### config.mk
export PLATFORM = sky130hd
export DESIGN_NAME = twoframe_tx
export DESIGN_NICKNAME = d
export VERILOG_FILES = /design/src/rtl/twoframe_tx_pkg.sv /design/src/rtl/twoframe_tx_ctrl.sv /design/src/rtl/twoframe_tx_dpath.sv /design/src/rtl/twoframe_tx.sv
export SDC_FILE = /design/constraint.sdc
export NUM_CORES = 1
export LEC_CHECK = 0
export ABC_CLOCK_PERIOD_IN_PS = 6000
export BUFFER_PORTS_ARGS = -buffer_cell sky130_fd_sc_hd__buf_2
export CORE_ASPECT_RATIO = 1.25
export CORE_MARGIN = 2
export CORE_UTILIZATION = 60
export CTS_CLUSTER_DIAMETER = 40
export DETAILED_ROUTE_END_ITERATION = 16
export HOLD_SLACK_MARGIN = 0.02
export PLACE_DENSITY = 0.83
export SETUP_SLACK_MARGIN = 0.02
export SKIP_CTS_REPAIR_TIMING = 1
export SYNTH_ARGS = -nofsm -noshare
export SYNTH_HDL_FRONTEND = slang
export SYNTH_HIERARCHICAL = 1
export SYNTH_SLANG_ARGS = --single-unit
### constraint.sdc
create_clock -name clk -period 6 [get_ports clk]
set_input_delay 1.2 -clock clk [delete_from_list [all_inputs] [get_ports clk]]
set_output_delay 1.2 -clock clk [all_outputs]
set_load 0.005 [all_outputs]
### src/rtl/twoframe_tx_pkg.sv
package twoframe_tx_pkg;

  localparam int SLOT_W = 4;

  typedef enum logic [1:0] {
    TX_IDLE,
    TX_ARMED,
    TX_ALIGN,
    TX_SEND
  } txState_t;

  typedef struct packed {
    logic              loadA;
    logic              loadB;
    logic              emit;
    logic [SLOT_W-1:0] slot;
  } txStrobe_t;

endpackage

### src/rtl/twoframe_tx_ctrl.sv
module twoframe_tx_ctrl
  import twoframe_tx_pkg::*;
#(
  parameter int DATA_W       = 8,
  parameter int CLKS_PER_BIT = 64
) (
  input  logic      clk,
  input  logic      rstN,
  input  logic      sendIn,
  output txStrobe_t strobes,
  output logic      busy
);

  localparam int CNT_W     = $clog2(CLKS_PER_BIT);
  localparam int HALF      = CLKS_PER_BIT / 2;
  localparam int LAST_SLOT = DATA_W + 2;

  logic [CNT_W-1:0]  gridCnt;
  logic [SLOT_W-1:0] bitIdx;
  logic              frameSel;
  logic              sendPrev;
  txState_t          state;

  logic midTick, preTick, endTick, sendRise, lastSlot;

  assign midTick  = (gridCnt == CNT_W'(HALF - 1));
  assign preTick  = (gridCnt == CNT_W'(CLKS_PER_BIT - 2));
  assign endTick  = (gridCnt == CNT_W'(CLKS_PER_BIT - 1));
  assign sendRise = sendIn & ~sendPrev;
  assign lastSlot = (bitIdx == SLOT_W'(LAST_SLOT));
  assign busy     = (state != TX_IDLE);

  always_ff @(posedge clk or negedge rstN) begin
    if (!rstN) begin
      gridCnt  <= '0;
      sendPrev <= 1'b0;
    end else begin
      gridCnt  <= endTick ? '0 : gridCnt + 1'b1;
      sendPrev <= sendIn;
    end
  end

  always_comb begin
    strobes = '0;
    if (state == TX_ALIGN) begin
      strobes.loadA = preTick;
      if (endTick) begin
        strobes.emit = 1'b1;
        strobes.slot = '0;
      end
    end else if (state == TX_SEND && endTick) begin
      if (!lastSlot) begin
        strobes.emit  = 1'b1;
        strobes.slot  = bitIdx + 1'b1;
        strobes.loadB = frameSel && (bitIdx == '0);
      end else if (!frameSel) begin
        strobes.emit = 1'b1;
        strobes.slot = '0;
      end
    end
  end

  always_ff @(posedge clk or negedge rstN) begin
    if (!rstN) begin
      state    <= TX_IDLE;
      bitIdx   <= '0;
      frameSel <= 1'b0;
    end else begin
      unique case (state)
        TX_IDLE:  if (sendRise) state <= TX_ARMED;
        TX_ARMED: if (midTick) state <= TX_ALIGN;
        TX_ALIGN: begin
          if (endTick) begin
            state    <= TX_SEND;
            bitIdx   <= '0;
            frameSel <= 1'b0;
          end
        end
        TX_SEND: begin
          if (endTick) begin
            if (!lastSlot) begin
              bitIdx <= bitIdx + 1'b1;
            end else if (!frameSel) begin
              bitIdx   <= '0;
              frameSel <= 1'b1;
            end else begin
              state <= TX_IDLE;
            end
          end
        end
        default: state <= TX_IDLE;
      endcase
    end
  end

endmodule

### src/rtl/twoframe_tx_dpath.sv
module twoframe_tx_dpath
  import twoframe_tx_pkg::*;
#(
  parameter int DATA_W = 8
) (
  input  logic              clk,
  input  logic              rstN,
  input  txStrobe_t         strobes,
  input  logic [DATA_W-1:0] firstByte,
  input  logic [DATA_W-1:0] secondByte,
  output logic              txLine
);

  localparam int PARITY_SLOT = DATA_W + 1;

  logic [DATA_W-1:0] dataReg;
  logic [DATA_W-1:0] srcByte;
  logic              parityReg;
  int                slotNum;

  assign srcByte = strobes.loadB ? secondByte : dataReg;
  assign slotNum = int'(strobes.slot);

  always_ff @(posedge clk or negedge rstN) begin
    if (!rstN) begin
      dataReg   <= '0;
      parityReg <= 1'b0;
      txLine    <= 1'b0;
    end else begin
      if (strobes.loadA) begin
        dataReg   <= firstByte;
        parityReg <= ^firstByte;
      end
      if (strobes.emit) begin
        if (slotNum == 0) begin
          txLine <= 1'b1;
        end else if (slotNum <= DATA_W) begin
          txLine  <= ~srcByte[0];
          dataReg <= srcByte >> 1;
          if (strobes.loadB) parityReg <= ^secondByte;
        end else if (slotNum == PARITY_SLOT) begin
          txLine <= ~parityReg;
        end else begin
          txLine <= 1'b0;
        end
      end
    end
  end

endmodule

### src/rtl/twoframe_tx.sv
module twoframe_tx
  import twoframe_tx_pkg::*;
#(
  parameter int DATA_W       = 8,
  parameter int CLKS_PER_BIT = 64
) (
  input  logic              clk,
  input  logic              rstN,
  input  logic              sendIn,
  input  logic [DATA_W-1:0] firstByte,
  input  logic [DATA_W-1:0] secondByte,
  output logic              txLine,
  output logic              txBusy
);

  txStrobe_t strobes;

  twoframe_tx_ctrl #(
    .DATA_W      (DATA_W),
    .CLKS_PER_BIT(CLKS_PER_BIT)
  ) ctrl_i (
    .clk    (clk),
    .rstN   (rstN),
    .sendIn (sendIn),
    .strobes(strobes),
    .busy   (txBusy)
  );

  twoframe_tx_dpath #(
    .DATA_W(DATA_W)
  ) dpath_i (
    .clk       (clk),
    .rstN      (rstN),
    .strobes   (strobes),
    .firstByte (firstByte),
    .secondByte(secondByte),
    .txLine    (txLine)
  );

endmodule

-- Word-level counts from Yosys, hierarchy flattened
Index checks and enable logic that the tools add are counted.
- word-level logic and storage cells: 80
- bits in registers: 24
- input bits: 19
- output and inout bits: 2
- add/subtract/negate cells: 2
- reduce and logical (&&, ||, !) cells: 12
- bitwise logic cells: 4
- $lt $le $gt $ge: 1
- equal/unequal tests: 15
- mux-type cells: 38
- operators by type and width (cell ; count):
    $mux W8 ; 5
    $logic_not A32 Y1 ; 1
    $mux W5 ; 4
    $mux W4 ; 4
    $reduce_xor A8 Y1 ; 2
    $mux W1 ; 14
    $eq A6 B6 Y1 const B ; 2
    $mux W2 ; 6
    $mux W6 ; 2
    $ne A2 B1 Y1 const B ; 6
    $eq A4 B4 Y1 const B ; 2
    $pmux W2 S4 ; 1
    $pmux W4 S2 ; 1
    $reduce_and A4 Y1 ; 2
    $add A6 B1 Y6 const B ; 1
    $eq A6 B5 Y1 const B ; 1
    $reduce_and A6 Y1 ; 1
    $add A4 B1 Y4 const B ; 1
    $eq A2 B2 Y1 const B ; 2
    $le A4 B4 Y1 const B ; 1
    $logic_not A4 Y1 ; 1
    $reduce_bool A2 Y1 ; 2
    $ne A3 B3 Y1 const B ; 1
    $not A1 Y1 ; 3
    other kinds (5) ; 6

-- Depth between registers and ports, before layout
Gate-level depths: netlist (run 1).
- word-level depth: 9
- mapped depth: 10
- depth with buffers taken out: 10

-- Cells and area by module
The synthesis (run 1) kept the hierarchy.
- by module, submodules not included (module ; cells each ; area each (µm²) ; instances ; seq. area each (µm²)):
    twoframe_tx_ctrl ; 93 ; 850.8 ; 1 ; 350.3
    twoframe_tx_dpath ; 62 ; 700.7 ; 1 ; 250.2

-- Worst setup path after synthesis (run 1)
OpenSTA, ideal clock, no wires.
- path kind: register to register
- from: register ctrl_i.gridCnt[0]
- to: register dpath_i.parityReg
- data arrival time: 2154 ps
- slack: 3725 ps
- cell stages (with the launch flop): 11
- buffers on the path: 1
- library setup time: 122 ps
- clock period less this slack: 2275 ps
- data required time: 5878 ps
- cells stage by stage: dfrtp_1 > ha_1 > inv_1 > nor2_1 > nand4b_1 > nor2_1 > nor3_2 > xnor2_1 > and2_4 > buf_6 > a32o_1
- RTL lines (item ; line ; text):
    start: declaration ; twoframe_tx_ctrl.sv:18 ; logic [CNT_W-1:0] gridCnt;
    start signal: assignment ; twoframe_tx_ctrl.sv:38 ; gridCnt <= endTick ? '0 : gridCnt + 1'b1;
    end signal: assignment ; twoframe_tx_dpath.sv:32 ; parityReg <= ^firstByte;
    end signal: assignment ; twoframe_tx_dpath.sv:40 ; if (strobes.loadB) parityReg <= ^secondByte;
    end: declaration ; twoframe_tx_dpath.sv:18 ; logic parityReg;

==> tab_implementation.tex, run 1 <==
\begin{tabular}{lr}
\hline
Metric & Value \\
\hline
\multicolumn{2}{l}{\textbf{Yosys}} \\
Cell types with the largest area share after synthesis & sky130\_fd\_sc\_hd\_\_dfrtp\_1 (39\%), sky130\_fd\_sc\_hd\_\_mux2i\_1 (15\%), sky130\_fd\_sc\_hd\_\_xnor2\_1 (9.0\%) \\
Fraction of synthesized cell area taken by the top area cell type & 38.7\% \\
Cell with the most instances after synthesis & sky130\_fd\_sc\_hd\_\_dfrtp\_1 \\
Mean instance size in the synthesized netlist & 10.0 um\^{}2 \\
Number of flip-flops and latches in the synthesized netlist & 24 \\
Number of enable flip-flop cells after synthesis & 0 \\
Most instantiated cells after synthesis & sky130\_fd\_sc\_hd\_\_dfrtp\_1 (24), sky130\_fd\_sc\_hd\_\_mux2i\_1 (23), sky130\_fd\_sc\_hd\_\_xnor2\_1 (16), sky130\_fd\_sc\_hd\_\_nor2\_1 (13), sky130\_fd\_sc\_hd\_\_inv\_1 (10) \\
Portion of the post-synthesis area used by sequential elements & 38.7\% \\
Synthesis Warnings & 6 \\
Netlist area before placement & 1550 um\^{}2 \\
Number of instances in the synthesized netlist & 155 \\
Net Count, Synth & 183 \\
Area leader, netlist & sky130\_fd\_sc\_hd\_\_dfrtp\_1 \\
Main synth FF type & sky130\_fd\_sc\_hd\_\_dfrtp\_1 \\
Number of distinct library cell variants in the gate-level netlist after synthesis & 32 \\
Proportion of register bits with asynchronous set or reset after synthesis & 100\% \\
\multicolumn{2}{l}{\textbf{Floorplan}} \\
Count of boundary I/O pins & 21 \\
Starting density of the core & 63.3\% \\
Die ar. & 3010 um\^{}2 \\
Row cnt & 20 \\
Core area & 2450 um\^{}2 \\
Horizontal extent of the die & 49.5 um \\
Y dimension of the die & 60.9 um \\
\multicolumn{2}{l}{\textbf{Clocking}} \\
Latest clock arrival within the worst-skew pair & 300 ps \\
H-tree lvl count & 1 \\
Cts bufs inserted & 3 \\
CTS Buffer Depth & 2 \\
Clk slew on worst S/H paths & 120 ps \\
Total number of clock tree sinks & 24 \\
TritonCTS clock tree & built \\
Cell at the root of the clock tree & sky130\_fd\_sc\_hd\_\_clkbuf\_4 \\
\multicolumn{2}{l}{\textbf{Critical path}} \\
Worst Setup Path Type & register to register \\
Cell occurring most often along the worst timing path & sky130\_fd\_sc\_hd\_\_nor2\_1 \\
Critical path's top delay family & simple AND/OR/NAND/NOR gates \\
Required time at the endpoint of the critical path & 6210 ps \\
Worst path buffer plus inverter count & 1 \\
Critical Path Sink Type & register \\
Slowest Stage Delay on Critical Path & 440 ps \\
Cells on worst reg2reg path & 10 \\
Worst setup SP type & register \\
Slowest stage cell on the critical path & sky130\_fd\_sc\_hd\_\_dfrtp\_1 \\
Cell chain of the critical path & ha\_1, inv\_1, nor2\_1, nand4b\_1, nor2\_1, nor3\_2, xnor2\_1, and2\_4, a21oi\_1, a32o\_1 \\
Arrival @ worst endpoint & 2870 ps \\
Number of cells on the critical path & 10 \\
Maximum fanout encountered on the critical timing path & 11 \\
\multicolumn{2}{l}{\textbf{GRT}} \\
Initial antenna violation count & 0 \\
Pin count of the biggest net entering global routing & 25 \\
Overflow left after global routing & 0 \\
Number of global-route vias before repair & 1189 \\
All-Layer GR Usage & 23.2\% \\
Wire length of the first global-routing pass & 5330 um \\
\multicolumn{2}{l}{\textbf{Outcome}} \\
Result of the run & finished clean \\
\multicolumn{2}{l}{\textbf{Detailed routing}} \\
Post-route antenna net violation count & 0 \\
Detailed-route wire length per cell & 14.7 um \\
Detailed Routing Iterations Pass 1 & 4 \\
Vias after detailed routing & 1169 \\
Remaining design rule violation count & 0 \\
Routed vias/inst & 5.59 \\
WL final & 3080 um \\
DR iter-0 viols & 37 \\
\multicolumn{2}{l}{\textbf{Timing}} \\
Fin crit share & 44.3\% \\
Maximum clock frequency & 376 MHz \\
Clk\_skew & 1.21 ps \\
Setup repair after global routing missed its margin & false \\
Least setup slack across all paths after layout & 3340 ps \\
Summed negative setup slack over all endpoints & 0 ps \\
Count of final hold-check violations & 0 \\
Transition time at the pin with the least slew margin & 577 ps \\
Fin Hold WS & 541 ps \\
Setup violation total in the final timing report & 0 \\
Number of pins exceeding their max-slew limit in the final report & 0 \\
Slew HR & 61.5\% \\
Post-layout min period & 2660 ps \\
\multicolumn{2}{l}{\textbf{Layout}} \\
Synth-to-layout area growth & 10.4\% \\
\# fillers & 206 \\
Final cell count without fillers & 209 \\
Share of layout cells above drive strength 1 & 18.2\% \\
Total number of nets in the final design & 205 \\
Register area & 601 um\^{}2 \\
Total inserted antenna cells & 0 \\
Area taken by multi-input logic gates & 890 um\^{}2 \\
\multicolumn{2}{l}{\textbf{Hold path}} \\
Worst Hold Depth & 2 \\
Worst min path class & register to register \\
\multicolumn{2}{l}{\textbf{Place}} \\
Detailed placement HPWL & 2390 um \\
Worst slack, placed & 3420 ps \\
Routability congestion estimate from global placement & 0.823 \\
Number of input and output port buffers inserted & 20 \\
Number of instances in the placed design & 205 \\
\multicolumn{2}{l}{\textbf{Pwr}} \\
Ratio of total power to cell area & 160 nW/um\^{}2 \\
Leakage power & 0.718 nW \\
Largest vdd supply drop & 0.169 mV \\
\multicolumn{2}{l}{\textbf{Job}} \\
Max-Cap Viols & 0 \\
\hline
\end{tabular}
-- worst paths after layout --
check / slack [ps] / from / end
worst max register to register: 3340 / ctrl_i/gridCnt[0] / dpath_i/parityReg
worst max-delay path: 3340 / ctrl_i/gridCnt[0] / dpath_i/parityReg
worst min-delay path: 540 / dpath_i/dataReg[7] / dpath_i/dataReg[7]
min in group asynchronous: 850 / rstN / ctrl_i/gridCnt[4]
max in group asynchronous: 4790 / rstN / ctrl_i/state[0]
worst min register to register: 540 / dpath_i/dataReg[7] / dpath_i/dataReg[7]
-- final cells by class --
class,count,share of cell area [%]
multi-input combinational,117,51.9
timing repair buffer,21,6.28
tap,33,2.41
clock buffer,4,2.12
sequential,24,35.1
inverter,10,2.19
-- worst register-to-register path: cells and delay by family, from the launching register on --
family,cells,cell delay [ps]
compound gates,2,300
xor+xnor,1,150
fa+ha+maj,1,300
buf+inv,1,150
flops,1,440
simple gates,5,1210
-- metrics by stage --
| stage | instance area (um^2) | power, mW | util, % |
|---|---|---|---|
| after floorplan | 1550 | 0.181 | - |
| after global placement | 1680 | 0.193 | 68.4 |
| after detailed placement | 1680 | 0.194 | 68.4 |
| after CTS | 1710 | 0.278 | 69.8 |
| after global routing | 1710 | 0.286 | 69.8 |
| final | 1710 | 0.273 | 69.8 |
-- logic make-up after synthesis --
group           after synthesis  share of synthesized area [%]
simple gates                 43                           14.4
mux                          25                           16.3
flops                        24                           38.7
compound gates               20                           8.06
xor+xnor                     20                           11.3
buf+inv                      14                           3.95
fa+ha+maj                     9                           7.26
-- registers in the layout, indices dropped and copies added (netlist names) --
name	count
ctrl_i/sendPrev	1
dpath_i/parityReg	1
ctrl_i/state	2
ctrl_i/gridCnt	6
dpath_i/txLine	1
dpath_i/dataReg	8
ctrl_i/frameSel	1
ctrl_i/bitIdx	4
-- per-layer routing --
layer	routed length, um	up-vias	track usage [%]
li1	-	579	-
met1	1290	558	27.7
met2	1660	27	42.9
met3	75	5	1.48
met4	52	0	12.3
met5	0	-	0
-- layout by cell type (no fill, tap or decap), types with 2 or more instances in the layout --
| master | n |
|---|---|
| sky130_fd_sc_hd__dfrtp_1 | 24 |
| sky130_fd_sc_hd__mux2i_1 | 23 |
| sky130_fd_sc_hd__buf_2 | 20 |
| sky130_fd_sc_hd__xnor2_1 | 16 |
| sky130_fd_sc_hd__nor2_1 | 13 |
| sky130_fd_sc_hd__inv_1 | 10 |
| sky130_fd_sc_hd__nand2_1 | 9 |
| sky130_fd_sc_hd__o21ai_0 | 9 |
| sky130_fd_sc_hd__ha_1 | 9 |
| sky130_fd_sc_hd__nand3_1 | 7 |
| sky130_fd_sc_hd__xor2_1 | 4 |
| sky130_fd_sc_hd__a21oi_1 | 4 |
| sky130_fd_sc_hd__clkbuf_4 | 3 |
| sky130_fd_sc_hd__nor3_1 | 3 |
| sky130_fd_sc_hd__nand4b_1 | 2 |
| sky130_fd_sc_hd__o31ai_1 | 2 |
| sky130_fd_sc_hd__nand4_1 | 2 |
-- power by group --
part | switching, mW | total (mW) | internal [mW]
logic | 0.0143 | 0.0288 | 0.0145
registers | 0.0000874 | 0.162 | 0.162
clock network | 0.0454 | 0.0824 | 0.0370
total | 0.0598 | 0.273 | 0.214
No activity file was read; power rests on OpenSTA's default activity.
==> run 2, diff against run 1 <==
--- a/config.mk
+++ b/config.mk
@@ -5,15 +5,16 @@
 export SDC_FILE = /design/constraint.sdc
 export NUM_CORES = 1
 export LEC_CHECK = 0
-export ABC_CLOCK_PERIOD_IN_PS = 6000
+export ABC_AREA = 1
+export ABC_CLOCK_PERIOD_IN_PS = 2700
 export BUFFER_PORTS_ARGS = -buffer_cell sky130_fd_sc_hd__buf_2
 export CORE_ASPECT_RATIO = 1.25
 export CORE_MARGIN = 2
-export CORE_UTILIZATION = 60
+export CORE_UTILIZATION = 59
 export CTS_CLUSTER_DIAMETER = 40
 export DETAILED_ROUTE_END_ITERATION = 16
 export HOLD_SLACK_MARGIN = 0.02
-export PLACE_DENSITY = 0.83
+export PLACE_DENSITY = 0.8
 export SETUP_SLACK_MARGIN = 0.02
 export SKIP_CTS_REPAIR_TIMING = 1
 export SYNTH_ARGS = -nofsm -noshare
==> constraint.sdc (replaced) <==
create_clock -name clk -period 2.7 [get_ports clk]
set_input_delay 0.54 -clock clk [delete_from_list [all_inputs] [get_ports clk]]
set_output_delay 0.54 -clock clk [all_outputs]
set_load 0.005 [all_outputs]
==> run 2 against run 1 <==
Wire length is 17% higher. Clock power grew to 2.6 times the previous value. Non-clock buffer count is 1 higher. Global-route usage is 0.17 points lower. Die area is 23% higher. Total power is 140% higher. Sequential power is 120% higher. Count of clock-buffer cells in the layout is 1 lower. Critical path type unchanged. Critical endpoint is now dpath_i/dataReg[2]. Largest power group unchanged. Highest routed layer unchanged.
==> tab_implementation.tex, run 2 <==
\begin{tabular}{lr}
\hline
Metric & Value \\
\hline
\multicolumn{2}{l}{\textbf{Outcome}} \\
Result of the run & finished clean \\
\multicolumn{2}{l}{\textbf{Timing}} \\
Slew HR & 64.0\% \\
Fin Hold WS & 241 ps \\
Summed negative setup slack over all endpoints & 0 ps \\
Setup repair after global routing missed its margin & false \\
Fin crit share & 83.1\% \\
Setup violation total in the final timing report & 0 \\
Maximum clock frequency & 446 MHz \\
Count of final hold-check violations & 0 \\
Least setup slack across all paths after layout & 456 ps \\
Clk\_skew & 10.5 ps \\
Number of pins exceeding their max-slew limit in the final report & 0 \\
Post-layout min period & 2240 ps \\
Transition time at the pin with the least slew margin & 540 ps \\
\multicolumn{2}{l}{\textbf{Clocking}} \\
CTS Buffer Depth & 2 \\
H-tree lvl count & 1 \\
Latest clock arrival within the worst-skew pair & 270 ps \\
Clk slew on worst S/H paths & 90 ps \\
Cell at the root of the clock tree & sky130\_fd\_sc\_hd\_\_clkbuf\_8 \\
TritonCTS clock tree & built \\
Cts bufs inserted & 3 \\
Total number of clock tree sinks & 24 \\
\multicolumn{2}{l}{\textbf{Place}} \\
Placed cell areas & 2030 um\^{}2 \\
Number of input and output port buffers inserted & 20 \\
Worst slack, placed & 488 ps \\
Detailed placement HPWL & 2830 um \\
Number of instances in the placed design & 336 \\
Routability congestion estimate from global placement & 0.826 \\
\multicolumn{2}{l}{\textbf{Yosys}} \\
Cell types with the largest area share after synthesis & sky130\_fd\_sc\_hd\_\_dfrtp\_1 (31\%), sky130\_fd\_sc\_hd\_\_nand2\_1 (20\%), sky130\_fd\_sc\_hd\_\_inv\_1 (8.7\%) \\
Netlist area before placement & 1910 um\^{}2 \\
Mean instance size in the synthesized netlist & 6.76 um\^{}2 \\
Area leader, netlist & sky130\_fd\_sc\_hd\_\_dfrtp\_1 \\
Number of instances in the synthesized netlist & 282 \\
Cell with the most instances after synthesis & sky130\_fd\_sc\_hd\_\_nand2\_1 \\
Portion of the post-synthesis area used by sequential elements & 31.5\% \\
Most instantiated cells after synthesis & sky130\_fd\_sc\_hd\_\_nand2\_1 (100), sky130\_fd\_sc\_hd\_\_inv\_1 (44), sky130\_fd\_sc\_hd\_\_nor2\_1 (27), sky130\_fd\_sc\_hd\_\_dfrtp\_1 (24), sky130\_fd\_sc\_hd\_\_o21ai\_0 (12) \\
Proportion of register bits with asynchronous set or reset after synthesis & 100\% \\
Number of flip-flops and latches in the synthesized netlist & 24 \\
Number of enable flip-flop cells after synthesis & 0 \\
Net Count, Synth & 310 \\
Number of distinct library cell variants in the gate-level netlist after synthesis & 32 \\
Synthesis Warnings & 6 \\
Main synth FF type & sky130\_fd\_sc\_hd\_\_dfrtp\_1 \\
Fraction of synthesized cell area taken by the top area cell type & 31.5\% \\
\multicolumn{2}{l}{\textbf{Critical path}} \\
Maximum fanout encountered on the critical timing path & 12 \\
Launch point of the worst reg-to-reg path & ctrl\_i/bitIdx[0] \\
Worst reg2reg endpoint & dpath\_i/dataReg[2] \\
Cells on worst reg2reg path & 12 \\
Arrival @ worst endpoint & 2390 ps \\
Slack of the worst reg-to-reg path & 460 ps \\
Worst Setup Path Type & register to register \\
Slowest Stage Delay on Critical Path & 450 ps \\
Cell occurring most often along the worst timing path & sky130\_fd\_sc\_hd\_\_nand2\_1 \\
Slowest stage cell on the critical path & sky130\_fd\_sc\_hd\_\_dfrtp\_1 \\
Worst setup SP type & register \\
Critical Path Sink Type & register \\
Required time at the endpoint of the critical path & 2850 ps \\
Cell chain of the critical path & inv\_1, ha\_1, nand3\_2, nand2\_1, nor3\_1, nor2\_4, nand2\_1, nand2\_1, nand3\_2, inv\_1, nand2\_1, o21ai\_0 \\
\multicolumn{2}{l}{\textbf{Floorplan}} \\
Y dimension of the die & 67.6 um \\
Horizontal extent of the die & 54.9 um \\
Core area & 3140 um\^{}2 \\
Starting density of the core & 60.8\% \\
Row cnt & 23 \\
Count of boundary I/O pins & 21 \\
Die ar. & 3710 um\^{}2 \\
\multicolumn{2}{l}{\textbf{Detailed routing}} \\
Detailed-route wire length per cell & 10.7 um \\
Detailed Routing Iterations Pass 1 & 4 \\
Remaining design rule violation count & 0 \\
DR iter-0 viols & 38 \\
Routed vias/inst & 4.97 \\
Post-route antenna net violation count & 0 \\
Vias after detailed routing & 1686 \\
WL final & 3620 um \\
\multicolumn{2}{l}{\textbf{Hold path}} \\
Worst min path class & input pin to asynchronous set/reset pin \\
\multicolumn{2}{l}{\textbf{GRT}} \\
Pin count of the biggest net entering global routing & 25 \\
Most Used Layer, Global Route & met2 \\
All-Layer GR Usage & 23.1\% \\
Overflow left after global routing & 0 \\
Met3 track demand over resource in global routing & 2.65\% \\
Wire length of the first global-routing pass & 6350 um \\
Initial antenna violation count & 0 \\
Met1 Usage GRT & 27.3\% \\
Met2 track demand over resource in global routing & 41.7\% \\
Number of global-route vias before repair & 1570 \\
\multicolumn{2}{l}{\textbf{Pwr}} \\
Ratio of total power to cell area & 320 nW/um\^{}2 \\
Pwr Total & 0.663 mW \\
Largest vdd supply drop & 0.264 mV \\
Switching power of the nets & 0.166 mW \\
Switching part of the total power & 25.0\% \\
Internal Power & 0.497 mW \\
Proportion of power drawn by the clock network & 32.0\% \\
Gate power share & 13.1\% \\
Leakage power & 1.17 nW \\
Share of total power in sequential cells & 54.9\% \\
\multicolumn{2}{l}{\textbf{Layout}} \\
Post-layout utilization of the core & 66.1\% \\
Share of layout cells above drive strength 1 & 12.9\% \\
\# fillers & 290 \\
Post-Layout Inst Area & 2070 um\^{}2 \\
Leading cell type in the layout, fill and taps excluded & sky130\_fd\_sc\_hd\_\_nand2\_1 \\
Total number of nets in the final design & 332 \\
Top flop regs & dpath\_i/dataReg x8, ctrl\_i/gridCnt x6, ctrl\_i/bitIdx x4 \\
Final cell count without fillers & 339 \\
Total inserted antenna cells & 0 \\
Most flops, register & dpath\_i/dataReg \\
Max reg flops & 8 \\
Synth-to-layout area growth & 8.79\% \\
Most used cells in the layout excluding fill and tap cells & sky130\_fd\_sc\_hd\_\_nand2\_1 (100), sky130\_fd\_sc\_hd\_\_inv\_1 (44), sky130\_fd\_sc\_hd\_\_nor2\_1 (27), sky130\_fd\_sc\_hd\_\_dfrtp\_1 (24), sky130\_fd\_sc\_hd\_\_buf\_2 (20) \\
\multicolumn{2}{l}{\textbf{Job}} \\
Max-Cap Viols & 0 \\
\hline
\end{tabular}
[run 2: changes by cell type after synthesis, moves of 3 or more]
cell	change
sky130_fd_sc_hd__a31oi_1	+8
sky130_fd_sc_hd__inv_1	+34
sky130_fd_sc_hd__mux2i_1	-22
sky130_fd_sc_hd__nand2_1	+91
sky130_fd_sc_hd__nand3_2	+3
sky130_fd_sc_hd__nand4_1	+3
sky130_fd_sc_hd__nor2_1	+14
sky130_fd_sc_hd__o21ai_0	+3
sky130_fd_sc_hd__o21bai_1	+3
sky130_fd_sc_hd__xnor2_1	-9
[run 2: worst max path at each step]
stage,startpoint,cells after the start,to
after floorplan,ctrl_i/bitIdx[0],11,dpath_i/txLine
after global placement,ctrl_i/bitIdx[0],10,dpath_i/dataReg[5]
after detailed placement,ctrl_i/bitIdx[0],10,dpath_i/dataReg[5]
after CTS,ctrl_i/bitIdx[0],12,dpath_i/dataReg[5]
after global routing,ctrl_i/bitIdx[0],11,dpath_i/dataReg[5]
final,ctrl_i/bitIdx[0],12,dpath_i/dataReg[2]
[run 2: kinds of logic (layout without fill, tap and decap cells)]
family,count (synthesis),after routing,synth area share [%]
flops,24,24,31.5
fa+ha+maj,9,9,5.91
compound gates,31,31,9.84
simple gates,156,156,36.5
mux,1,1,0.525
buf+inv,50,70,10.7
xor+xnor,11,11,5.05
[run 2: power by group through the flow]
stage	combinational (mW)	clock, mW	sequential, mW
floorplan	0.0550	0	0.371
global placement	0.0858	0	0.371
detailed placement	0.0878	0	0.372
CTS	0.0882	0.220	0.364
global route	0.105	0.233	0.365
finish	0.0868	0.212	0.364
[run 2: cell type report]
| class | instances | area (um^2) | share of cell area (%) |
|---|---|---|---|
| clock buffer | 3 | 41.3 | 1.99 |
| sequential | 24 | 601 | 29.0 |
| timing repair buffer | 22 | 115 | 5.55 |
| multi-input combinational | 208 | 1100 | 53.1 |
| tap | 37 | 46.3 | 2.23 |
| inverter | 45 | 169 | 8.14 |
[run 2: per-layer routing]
| metal | vias to the layer above | wire length, um |
|---|---|---|
| met2 | 25 | 1860 |
| met5 | - | 0 |
| li1 | 914 | - |
| met3 | 6 | 72 |
| met1 | 741 | 1610 |
| met4 | 0 | 71 |
[run 2: critical path, delay by kind of cell (launching register included)]
family          cells  cell delay (ps)
simple gates        8             1160
buf+inv             2              220
compound gates      1               70
flops               1              450
fa+ha+maj           1              230
